$ cat src/rtl/dsl_pkg.sv
// Shared types for the drive select and head address latch.
// Assumes the attention flag order is fixed by the host status field.
package dsl_pkg;
    localparam int ATTN_N = 4;

    typedef enum logic [1:0] {
        ATTN_BECAME_RDY = 2'd0,
        ATTN_SEEK_DONE  = 2'd1,
        ATTN_SEEK_FAIL  = 2'd2,
        ATTN_ILLEGAL    = 2'd3
    } attn_idx_e;

    typedef struct packed {
        logic ofs_minus;
        logic ofs_plus;
        logic plat_ext;
        logic plat_sel;
        logic head_sel;
    } hd_addr_t;
endpackage

$ cat src/rtl/dsl_unit_match.sv
// Unit match and busy placement: compares the host unit number to the switch
// and places busy on the bit of this drive's unit. Purely combinational;
// assumes both unit inputs are already synchronous to clk.
module dsl_unit_match #(
    parameter int UNIT_W = 2,
    localparam int UNITS = 1 << UNIT_W
) (
    input  logic [UNIT_W-1:0] unit_sw,
    input  logic [UNIT_W-1:0] host_unit,
    input  logic              pos_busy,
    input  logic              drive_ready,
    output logic              sel,
    output logic [UNITS-1:0]  busy_field
);
    // Select decode: match of host number against switch.
    always_comb sel = (host_unit == unit_sw);

    // One busy bit per unit position; only this drive's position may be high.
    for (genvar u = 0; u < UNITS; u++) begin : g_busy
        always_comb busy_field[u] = (unit_sw == UNIT_W'(u)) && pos_busy && drive_ready;
    end
endmodule

$ cat src/rtl/dsl_addr_hold.sv
// Holding register for head/platter/offset lines. Loads on a strobe rising
// edge while selected and ready, clears while not ready, else holds.
// Assumes the strobe is synchronous to clk and held for at least one cycle.
module dsl_addr_hold
    import dsl_pkg::*;
(
    input  logic     clk,
    input  logic     rst_n,
    input  logic     strobe,
    input  logic     sel,
    input  logic     drive_ready,
    input  hd_addr_t addr_in,
    output hd_addr_t addr_held
);
    logic strobe_q;
    logic load;

    // Remember the strobe level of the previous edge for edge detection.
    always_ff @(posedge clk) begin
        if (!rst_n) strobe_q <= 1'b0;
        else        strobe_q <= strobe;
    end

    // Load request: strobe edge while the drive is selected and ready.
    always_comb load = strobe && !strobe_q && sel && drive_ready;

    // Holding register update: clear when not ready, load on request.
    always_ff @(posedge clk) begin
        if (!rst_n || !drive_ready) addr_held <= '0;
        else if (load)              addr_held <= addr_in;
    end
endmodule

$ cat src/rtl/dsl_attn_track.sv
// Sticky attention flags. Each flag sets on its event and clears at a
// deselect edge; a coincident event wins over the clear. Assumes event
// inputs are single-cycle or level signals synchronous to clk.
module dsl_attn_track
    import dsl_pkg::*;
(
    input  logic              clk,
    input  logic              rst_n,
    input  logic              sel,
    input  logic              drive_ready,
    input  logic              seek_done,
    input  logic              seek_fail,
    input  logic              illegal_addr,
    output logic [ATTN_N-1:0] flags
);
    logic              rdy_q;
    logic              sel_q;
    logic              deselect;
    logic [ATTN_N-1:0] events;

    // Previous-edge copies of ready and select for edge detection.
    always_ff @(posedge clk) begin
        if (!rst_n) begin
            rdy_q <= 1'b0;
            sel_q <= 1'b0;
        end else begin
            rdy_q <= drive_ready;
            sel_q <= sel;
        end
    end

    // Event vector in the fixed flag order and the deselect edge.
    always_comb begin
        events                  = '0;
        events[ATTN_BECAME_RDY] = drive_ready && !rdy_q;
        events[ATTN_SEEK_DONE]  = seek_done;
        events[ATTN_SEEK_FAIL]  = seek_fail;
        events[ATTN_ILLEGAL]    = illegal_addr;
        deselect                = sel_q && !sel;
    end

    // One sticky flag per condition.
    for (genvar i = 0; i < ATTN_N; i++) begin : g_flag
        always_ff @(posedge clk) begin
            if (!rst_n) flags[i] <= 1'b0;
            else        flags[i] <= events[i] || (flags[i] && !deselect);
        end
    end
endmodule

$ cat src/rtl/drive_select_latch.sv
// Drive select and head address latch: unit select, address holding register,
// host status gating with interrupt option, busy placement and attention.
// Assumes all inputs are synchronous to clk; line drivers live elsewhere.
module drive_select_latch
    import dsl_pkg::*;
#(
    parameter int UNIT_W = 2,
    localparam int UNITS = 1 << UNIT_W
) (
    input  logic              clk,
    input  logic              rst_n,
    input  logic [UNIT_W-1:0] unit_sw,
    input  logic [UNIT_W-1:0] host_unit,
    input  logic              intr_opt,
    input  logic              drive_ready,
    input  logic              pos_busy,
    input  logic              seek_done,
    input  logic              seek_fail,
    input  logic              illegal_addr,
    input  logic              addr_strobe,
    input  logic              head_sel,
    input  logic              plat_sel,
    input  logic              plat_ext,
    input  logic              ofs_plus,
    input  logic              ofs_minus,
    output logic              sel_o,
    output logic              held_head,
    output logic              held_plat,
    output logic              held_ext,
    output logic              held_ofs_plus,
    output logic              held_ofs_minus,
    output logic              host_ready_o,
    output logic              seek_rdy_o,
    output logic              seek_inc_o,
    output logic [UNITS-1:0]  busy_seek_o,
    output logic [ATTN_N-1:0] attn_o
);
    logic              sel;
    logic              visible;
    hd_addr_t          addr_in;
    hd_addr_t          addr_held;
    logic [ATTN_N-1:0] attn_flags;

    dsl_unit_match #(.UNIT_W(UNIT_W)) u_match (
        .unit_sw     (unit_sw),
        .host_unit   (host_unit),
        .pos_busy    (pos_busy),
        .drive_ready (drive_ready),
        .sel         (sel),
        .busy_field  (busy_seek_o)
    );

    // Gather the five address lines into the holding-register type.
    always_comb begin
        addr_in.head_sel  = head_sel;
        addr_in.plat_sel  = plat_sel;
        addr_in.plat_ext  = plat_ext;
        addr_in.ofs_plus  = ofs_plus;
        addr_in.ofs_minus = ofs_minus;
    end

    dsl_addr_hold u_hold (
        .clk         (clk),
        .rst_n       (rst_n),
        .strobe      (addr_strobe),
        .sel         (sel),
        .drive_ready (drive_ready),
        .addr_in     (addr_in),
        .addr_held   (addr_held)
    );

    dsl_attn_track u_attn (
        .clk          (clk),
        .rst_n        (rst_n),
        .sel          (sel),
        .drive_ready  (drive_ready),
        .seek_done    (seek_done),
        .seek_fail    (seek_fail),
        .illegal_addr (illegal_addr),
        .flags        (attn_flags)
    );

    // Host status: selection gating, bypassed by the interrupt option.
    always_comb begin
        visible        = sel || intr_opt;
        sel_o          = sel;
        host_ready_o   = drive_ready && visible;
        seek_rdy_o     = drive_ready && !pos_busy && visible;
        seek_inc_o     = attn_flags[ATTN_SEEK_FAIL] && visible;
        attn_o         = attn_flags & {ATTN_N{visible}};
        held_head      = addr_held.head_sel;
        held_plat      = addr_held.plat_sel;
        held_ext       = addr_held.plat_ext;
        held_ofs_plus  = addr_held.ofs_plus;
        held_ofs_minus = addr_held.ofs_minus;
    end
endmodule

$ cat config.mk
export PLATFORM = sky130hd
export DESIGN_NAME = drive_select_latch
export DESIGN_NICKNAME = d
export VERILOG_FILES = /design/src/rtl/dsl_pkg.sv /design/src/rtl/dsl_unit_match.sv /design/src/rtl/dsl_addr_hold.sv /design/src/rtl/dsl_attn_track.sv /design/src/rtl/drive_select_latch.sv
export SDC_FILE = /design/constraint.sdc
export NUM_CORES = 1
export LEC_CHECK = 0
export BUFFER_PORTS_ARGS = -buffer_cell sky130_fd_sc_hd__buf_2
export CAP_MARGIN = 10
export CELL_PAD_IN_SITES_DETAIL_PLACEMENT = 1
export CELL_PAD_IN_SITES_GLOBAL_PLACEMENT = 2
export CORE_UTILIZATION = 21
export CTS_BUF_LIST = sky130_fd_sc_hd__clkbuf_8
export CTS_CLUSTER_SIZE = 30
export DETAILED_ROUTE_END_ITERATION = 16
export PLACE_DENSITY = 0.76
export SLEW_MARGIN = 20
export SYNTH_ARGS = -nofsm -noshare
export SYNTH_HDL_FRONTEND = slang
export SYNTH_SLANG_ARGS = --single-unit
export TNS_END_PERCENT = 100
$ cat constraint.sdc
create_clock -name clk -period 1.1 [get_ports clk]
set_input_delay 0.055 -clock clk [delete_from_list [all_inputs] [get_ports clk]]
set_output_delay 0.055 -clock clk [all_outputs]
set_load 0.005 [all_outputs]
# Word-level counts from Yosys, hierarchy flattened
# Cells that the tools add are included.
[word_totals] ff_bits=12 inputBits=18 output_inout_bits=17 elab_cells=52
[op_classes] n_eq_ne=4 bitwise_logic=1 reduce_logical=35
[op_table] op="logical AND 1 bit" count=21
[op_table] op="zero test 1 bit" count=7
[op_table] op="logical OR 1 bit" count=6
[op_table] op="AND 4 bit" count=1
[op_table] op="== test 2 bit (second input constant)" count=2
[op_table] op="== test 2 x 1 -> 1 bit (second input constant)" count=1
[op_table] op="== test 2 bit" count=1
[op_table] op="zero test 2 bit" count=1

# Logic depth before layout (Yosys ltp)
# Gate-level depths: netlist (run 1).
[depth] depth_word=6 depth_mapped=4

# Hierarchy
# From an unflattened synthesis (run 1), not the netlist that was laid out.
[hier_totals] cells_unflattened=65 hier_area_um2=585.6
[by_module_without_submodules] mod="dsl_addr_hold" instances=1 cells_per_inst=26 area_per_inst_um2=257.7 seq_area_each_um2=120.1
[by_module_without_submodules] mod="dsl_attn_track" instances=1 cells_per_inst=22 area_per_inst_um2=212.7 seq_area_each_um2=120.1
[by_module_without_submodules] mod="drive_select_latch" instances=1 cells_per_inst=8 area_per_inst_um2=62.6 seq_area_each_um2=0.0
[by_module_without_submodules] mod="dsl_unit_match" instances=1 cells_per_inst=9 area_per_inst_um2=52.6 seq_area_each_um2=0.0

# Least setup slack after synthesis (run 1)
# No wires, ideal clock.
[synth_timing] path_type="reg2reg" start="reg u_hold.strobe_q" end="reg, netlist name u_hold.addr_held[0]" arrival_time_ns=1.033 required_ns=0.984 setup_slack_ns=-0.049 stages_incl_launch_ff=5 synth_period_minus_slack_ns=1.149 cell_sequence="dfxtp_1 and3b_1 buf_1 a31oi_1 a41o_1"
[synth_between] elab_chain_cells=4
[synth_rtl] element="from (decl)" line="dsl_addr_hold.sv:15" text="logic strobe_q;"
[synth_rtl] element="from (signal assigned)" line="dsl_addr_hold.sv:21" text="else strobe_q <= strobe;"
[synth_rtl] element="zero test 1 bit" line="dsl_addr_hold.sv:25" text="always_comb load = strobe && !strobe_q && sel && drive_ready;"
[synth_rtl] element="logical AND 1 bit (3 in a row)" line="dsl_addr_hold.sv:25"
# No other way between the ends.
# A chain may end at the register's enable or synchronous reset.

# Final worst setup path (run 1)
[layout_timing] start="reg u_hold.strobe_q" end="reg, netlist name u_hold.addr_held[3]"
[layout_between] elab_chain_cells=4
[layout_rtl] element="zero test 1 bit" line="dsl_addr_hold.sv:25"
[layout_rtl] element="logical AND 1 bit (3 in a row)" line="dsl_addr_hold.sv:25"
# No other way between the ends.

==> reports/results.txt, run 1 <==
Core Region: 0.00273 sq mm
Hold wc startpoint: addr_strobe
Worst reg-to-reg path cell count: 3
Slew @ Worst Pin: 328 ps
Area grow syn2layout: 46.6%
Final ANT Viol Nets: 0
Cell Area, Synth: 602 sq um
Hold worst-path end: u_hold.strobe_q
Root buffer cell: clkbuf_8
Layout cells sized above 1: 50.5%
CTS H-tree lvls: 1
Clk_lat worst skew: 240 ps
Setup violations, final: 0
CP bufs+invs: 1
Syn Inst Count: 65
Detailed-route wire length per cell: 12.7 um
Routed WL: 1.70 mm
Vias in the first global route: 661
Outcome: finished, violations left
PD cells: 1310 mW/mm^2
Post-DP HPWL: 1.31 mm
N_diodes: 0
Failing checks: DRC
Grt ovf: 0
Crit path DAT: 1180 ps
Initial core utilization: 22.0%
Post-synth cell types: 23
Fin crit share: 95.5%
Relative slew slack: 78.2%
R2r endpoint: u_hold.addr_held[3]
Register area share after synthesis: 39.9%
CP max stage delay: 300 ps
Finished layout cell area: 882 sq um
Min cycle time layout: 1050 ps
Worst Setup Start Kind: register
Max Cap Viol: 0
Cells along the critical path: and3b_2, buf_4, a41o_1
Initial antenna violation count: 0
CTS Buf Count: 3
Yosys warns: 0
Clk sinks: 12
Hold path cells: 2
RSZ-0062 raised after global routing: yes
IO buf count: 34
CP top delay family: flip-flops
CP max FO: 8
Smallest hold slack: 40.4 ps
Data required, critical path: 1230 ps
# fillers: 328
Fin. max-slew vios: 0
Highest clock rate: 952 MHz
HP Class: in -> reg
Syn_nets: 83
DIE WIDTH: 55.5 um
DR iter-0 viols: 2
Io pins: 35
CTS clk-pin slew, worst paths: 50 ps
Area fraction of the dominant cell type after synthesis: 39.9%
Critical path type: reg -> reg
Cell Rows: 19
Mapped Avg Cell Area: 9.26 sq um
Leakage power: 0.478 nW
Dpl cell area: 818 sq um
Synth Register Bits: 12
Slowest CP cell: dfxtp_1
Max Root-Sink Buffers: 2
Hold Violations, Final: 0
Die extent in y: 55.5 um
Nets: 122
Top post-synthesis cells by area: dfxtp_1, a31oi_1, a41o_1
Largest net degree at the start of global routing: 13
CTS tree: built
Max VDD drop: 0.546 mV
Overall routing resource usage: 12.0%
Length of the first detailed-routing pass in iterations: 10
Routability cong.: 0.675
R2R setup slack: 50 ps
Cell taking the most area after synthesis: dfxtp_1
R2r startpoint: u_hold.strobe_q
First-pass GRT wire length: 2.86 mm
Die ar.: 0.00308 sq mm
Skew final: 3.07 ps
CP Capture Type: register
Avg Vias per Cell: 4.72
Post-route DRC violation count: 2
Vias: 632
worst reg2reg max path, stage by stage (launching register included):
cell and delay, ps:
dfxtp_1 300, and3b_2 260, buf_4 160, a41o_1 230
cells in the final DEF, fill, tap and decap left out:
cell type and instances:
buf_2 34, dfxtp_1 12, a31oi_1 8, nor2b_1 7, nand3_1 5, a41o_1 5, buf_4 5, o21ai_0 4
clkbuf_8 4, inv_1 3, xnor2_2 2, nor3b_1 2, and2_1 2, a21oi_2 1, nor3b_2 1, nand2_4 1
inv_4 1, nand2_1 1, and4_2 1, nor3_1 1, a21oi_1 1, and3b_2 1, and3_2 1
flip-flops by register name, indices dropped and copies added, names as in the netlist:
| name | count |
|---|---|
| u_attn.flags | 4 |
| u_attn.rdy_q | 1 |
| u_attn.sel_q | 1 |
| u_hold.addr_held | 5 |
| u_hold.strobe_q | 1 |
metal layers:
metal,share of wire (%),wire length (um),global-route usage [%],vias to the layer above
met2,49,836,20.7,22
met1,45,760,13.4,294
li1,-,-,-,314
met5,0,0,0,-
met3,4.8,81,3.04,2
met4,1.5,25,6.43,0
where the power goes:
part	internal, mW	switching (mW)
clock network	0.316	0.159
registers	0.456	0.00843
logic	0.0989	0.114
total	0.870	0.281
layout make-up:
| cell class | instances | area [sq um] | area share [%] |
|---|---|---|---|
| multi-input cells | 44 | 323 | 36.6 |
| flip-flops and latches | 12 | 240 | 27.2 |
| repair buffers | 39 | 208 | 23.5 |
| clock buffers | 4 | 55.1 | 6.24 |
| well taps | 31 | 38.8 | 4.40 |
| inverters | 4 | 17.5 | 1.99 |
cells by family (layout without fill, tap and decap cells):
logic type      Yosys count  count (layout)  share of synthesized area [%]
simple gates             23              23                           25.8
xor+xnor                  2               2                           5.41
flops                    12              12                           39.9
buf+inv                   9              47                           6.65
compound gates           19              19                           22.2
per-stage QoR:
stage / power (mW) / util (%) / setup TNS, ps / setup WS [ps] / instances
global placement: 0.682 / 29.9 / 0 / 0.450 / 129
global route: 1.21 / 32.3 / -3.81 / -3.81 / 134
detailed placement: 0.685 / 29.9 / -126 / -40.1 / 129
finish: 1.15 / 32.3 / 0 / 49.8 / 134
CTS: 1.17 / 32.0 / 0 / 42.6 / 133
floorplan: 0.582 / - / 0 / 70.8 / 65
synthesized netlist by cell type, drive strengths merged:
library cell	instances
nor2b	7
dfxtp	12
and4	1
nor3b	3
and3	1
nand2	2
inv	4
o21ai	4
a31oi	8
a21oi	2
a41o	5
clkbuf	3
xnor2	2
and3b	1
buf	2
and2	2
nand3	5
nor3	1
worst max-delay path by stage:
stage | start | endpoint | slack (ps) | cells past startpoint
4_1_cts | u_hold.strobe_q | u_hold.addr_held[3] | 40 | 3
3_3_place_gp | u_hold.strobe_q | u_hold.addr_held[2] | 0.4 | 3
5_1_grt | u_hold.strobe_q | u_hold.addr_held[4] | -4 | 3
3_5_place_dp | u_hold.strobe_q | u_hold.addr_held[3] | -40 | 3
2_1_floorplan | u_hold.strobe_q | u_hold.addr_held[0] | 70 | 4
6_report | u_hold.strobe_q | u_hold.addr_held[3] | 50 | 3
what timing repair did:
action                                  4_1_cts  5_1_grt
gates resized for setup                       1        0
buffers inserted                              0        1
hold buffers                                  0        0
cloned                                        0        0
endpoints found under the setup margin        5        4
Power figures use the tool's default switching activity.
==> run 2, diff against run 1 <==
--- a/config.mk
+++ b/config.mk
@@ -13,6 +13,7 @@
 export CTS_BUF_LIST = sky130_fd_sc_hd__clkbuf_8
 export CTS_CLUSTER_SIZE = 30
 export DETAILED_ROUTE_END_ITERATION = 16
+export HOLD_SLACK_MARGIN = 0.06
 export PLACE_DENSITY = 0.76
 export SLEW_MARGIN = 20
 export SYNTH_ARGS = -nofsm -noshare
==> reports/results.txt, run 2 (synthesis results as in run 1) <==
Hold Violations, Final: 0
Worst setup margin: 61.4 ps
IO buf count: 34
Fin crit share: 94.4%
# fillers: 327
Clk sinks: 12
Nets: 126
Skew final: 3.53 ps
Vias: 646
Worst Setup Start Kind: register
Leakage power: 0.495 nW
Reg area: 240 sq um
Vias in the first global route: 681
Hold wc startpoint: ofs_plus
Dpl cell area: 818 sq um
Fin. max-slew vios: 0
Io pins: 35
Non-filler cells, final: 138
Leading cell types in the layout, fill and taps excluded: buf_2, dfxtp_1, a31oi_1
Length of the first detailed-routing pass in iterations: 9
Routability cong.: 0.675
Highest clock rate: 963 MHz
CTS tree: built
R2r startpoint: u_hold.strobe_q
Post-route DRC violation count: 2
Initial antenna violation count: 0
Hold worst-path end: u_hold.addr_held[3]
Die ar.: 0.00308 sq mm
CP Capture Type: register
R2R setup slack: 60 ps
Multi-input gate area: 323 sq um
Overall routing resource usage: 12.6%
Smallest hold slack: 59.9 ps
Biggest regs: u_hold.addr_held: 5 flops, u_attn.flags: 4 flops
Max Cap Viol: 0
Data required, critical path: 1230 ps
N_diodes: 0
Min cycle time layout: 1040 ps
Placed Instances: 129
Slew @ Worst Pin: 328 ps
Flip-flop count of the largest register after layout: 5
Finished layout cell area: 922 sq um
Grt ovf: 0
Hold path cells: 2
Setup violations, final: 0
First-pass GRT wire length: 3.00 mm
DR iter-0 viols: 3
Avg Vias per Cell: 4.68
Setup TNS: 0 ps
Commonest non-fill, non-tap cell in the layout: buf_2
DIE WIDTH: 55.5 um
Pre-CTS setup slack: -40.1 ps
Max VDD drop: 0.553 mV
PD cells: 1260 mW/mm^2
CTS Buf Count: 3
Top reg by flops: u_hold.addr_held
Failing checks: DRC
R2r endpoint: u_hold.addr_held[2]
Core Util, Final: 33.7%
HP Class: in -> reg
CTS H-tree lvls: 1
Critical path type: reg -> reg
RSZ-0062 raised after global routing: yes
Crit path DAT: 1170 ps
Area grow syn2layout: 53.2%
CP max FO: 8
Detailed-route wire length per cell: 12.8 um
Routed WL: 1.76 mm
Final ANT Viol Nets: 0
Relative slew slack: 78.2%
Layout cells sized above 1: 48.6%
Worst reg-to-reg path cell count: 3
Max Root-Sink Buffers: 2
Pwr Total: 1.16 mW
Core Region: 0.00273 sq mm
Die extent in y: 55.5 um
Largest net degree at the start of global routing: 13
Initial core utilization: 22.0%
Post-DP HPWL: 1.31 mm
CTS clk-pin slew, worst paths: 50 ps
Root buffer cell: clkbuf_8
Clk_lat worst skew: 240 ps
Outcome: finished, violations left
Cell Rows: 19
==> run 2: cell types whose count changed in the layout (fill, tap and decap cells not counted) <==
cell	previous run	this run
dlygate4sd3_1	0	4
==> run 2: critical path, stage by stage (launching register included) <==
cell	delay, ps
dfxtp_1	290
and3b_2	310
a31oi_1	120
a41o_1	210
==> run 2: final cells by class <==
type	count	share of cell area (%)
multi-input combinational	44	35.0
timing repair buffer	43	26.9
sequential	12	26.1
clock buffer	4	5.97
tap	31	4.21
inverter	4	1.90
==> run 2: report_power, final <==
| group | internal (mW) | total [mW] | switching (mW) |
|---|---|---|---|
| Clock | 0.316 | 0.474 | 0.158 |
| Combinational | 0.108 | 0.224 | 0.115 |
| Sequential | 0.456 | 0.464 | 0.00825 |
==> run 2: how the worst max path moves through the flow <==
stage	from	end	cells past startpoint
after floorplan	u_hold.strobe_q	u_hold.addr_held[0]	4
after global placement	u_hold.strobe_q	u_hold.addr_held[2]	3
after detailed placement	u_hold.strobe_q	u_hold.addr_held[3]	3
after CTS	u_hold.strobe_q	u_hold.addr_held[3]	3
after global routing	u_hold.strobe_q	u_hold.addr_held[4]	3
final	u_hold.strobe_q	u_hold.addr_held[2]	3
==> run 2: what timing repair did <==
action	in CTS	in global routing
pin swaps	0	0
hold buffers	4	0
endpoints found under the hold margin	4	0
endpoints found under the setup margin	5	4
resized for setup	1	0
buffers inserted	0	1
==> run 2: per-layer routing <==
layer | GRT usage (%) | part of all wire, % | up-vias
met2 | 22.4 | 51 | 22
met1 | 13.7 | 42 | 300
met4 | 6.43 | 1.6 | 0
met5 | 0 | 0 | -
met3 | 3.04 | 4.7 | 2
li1 | - | - | 322
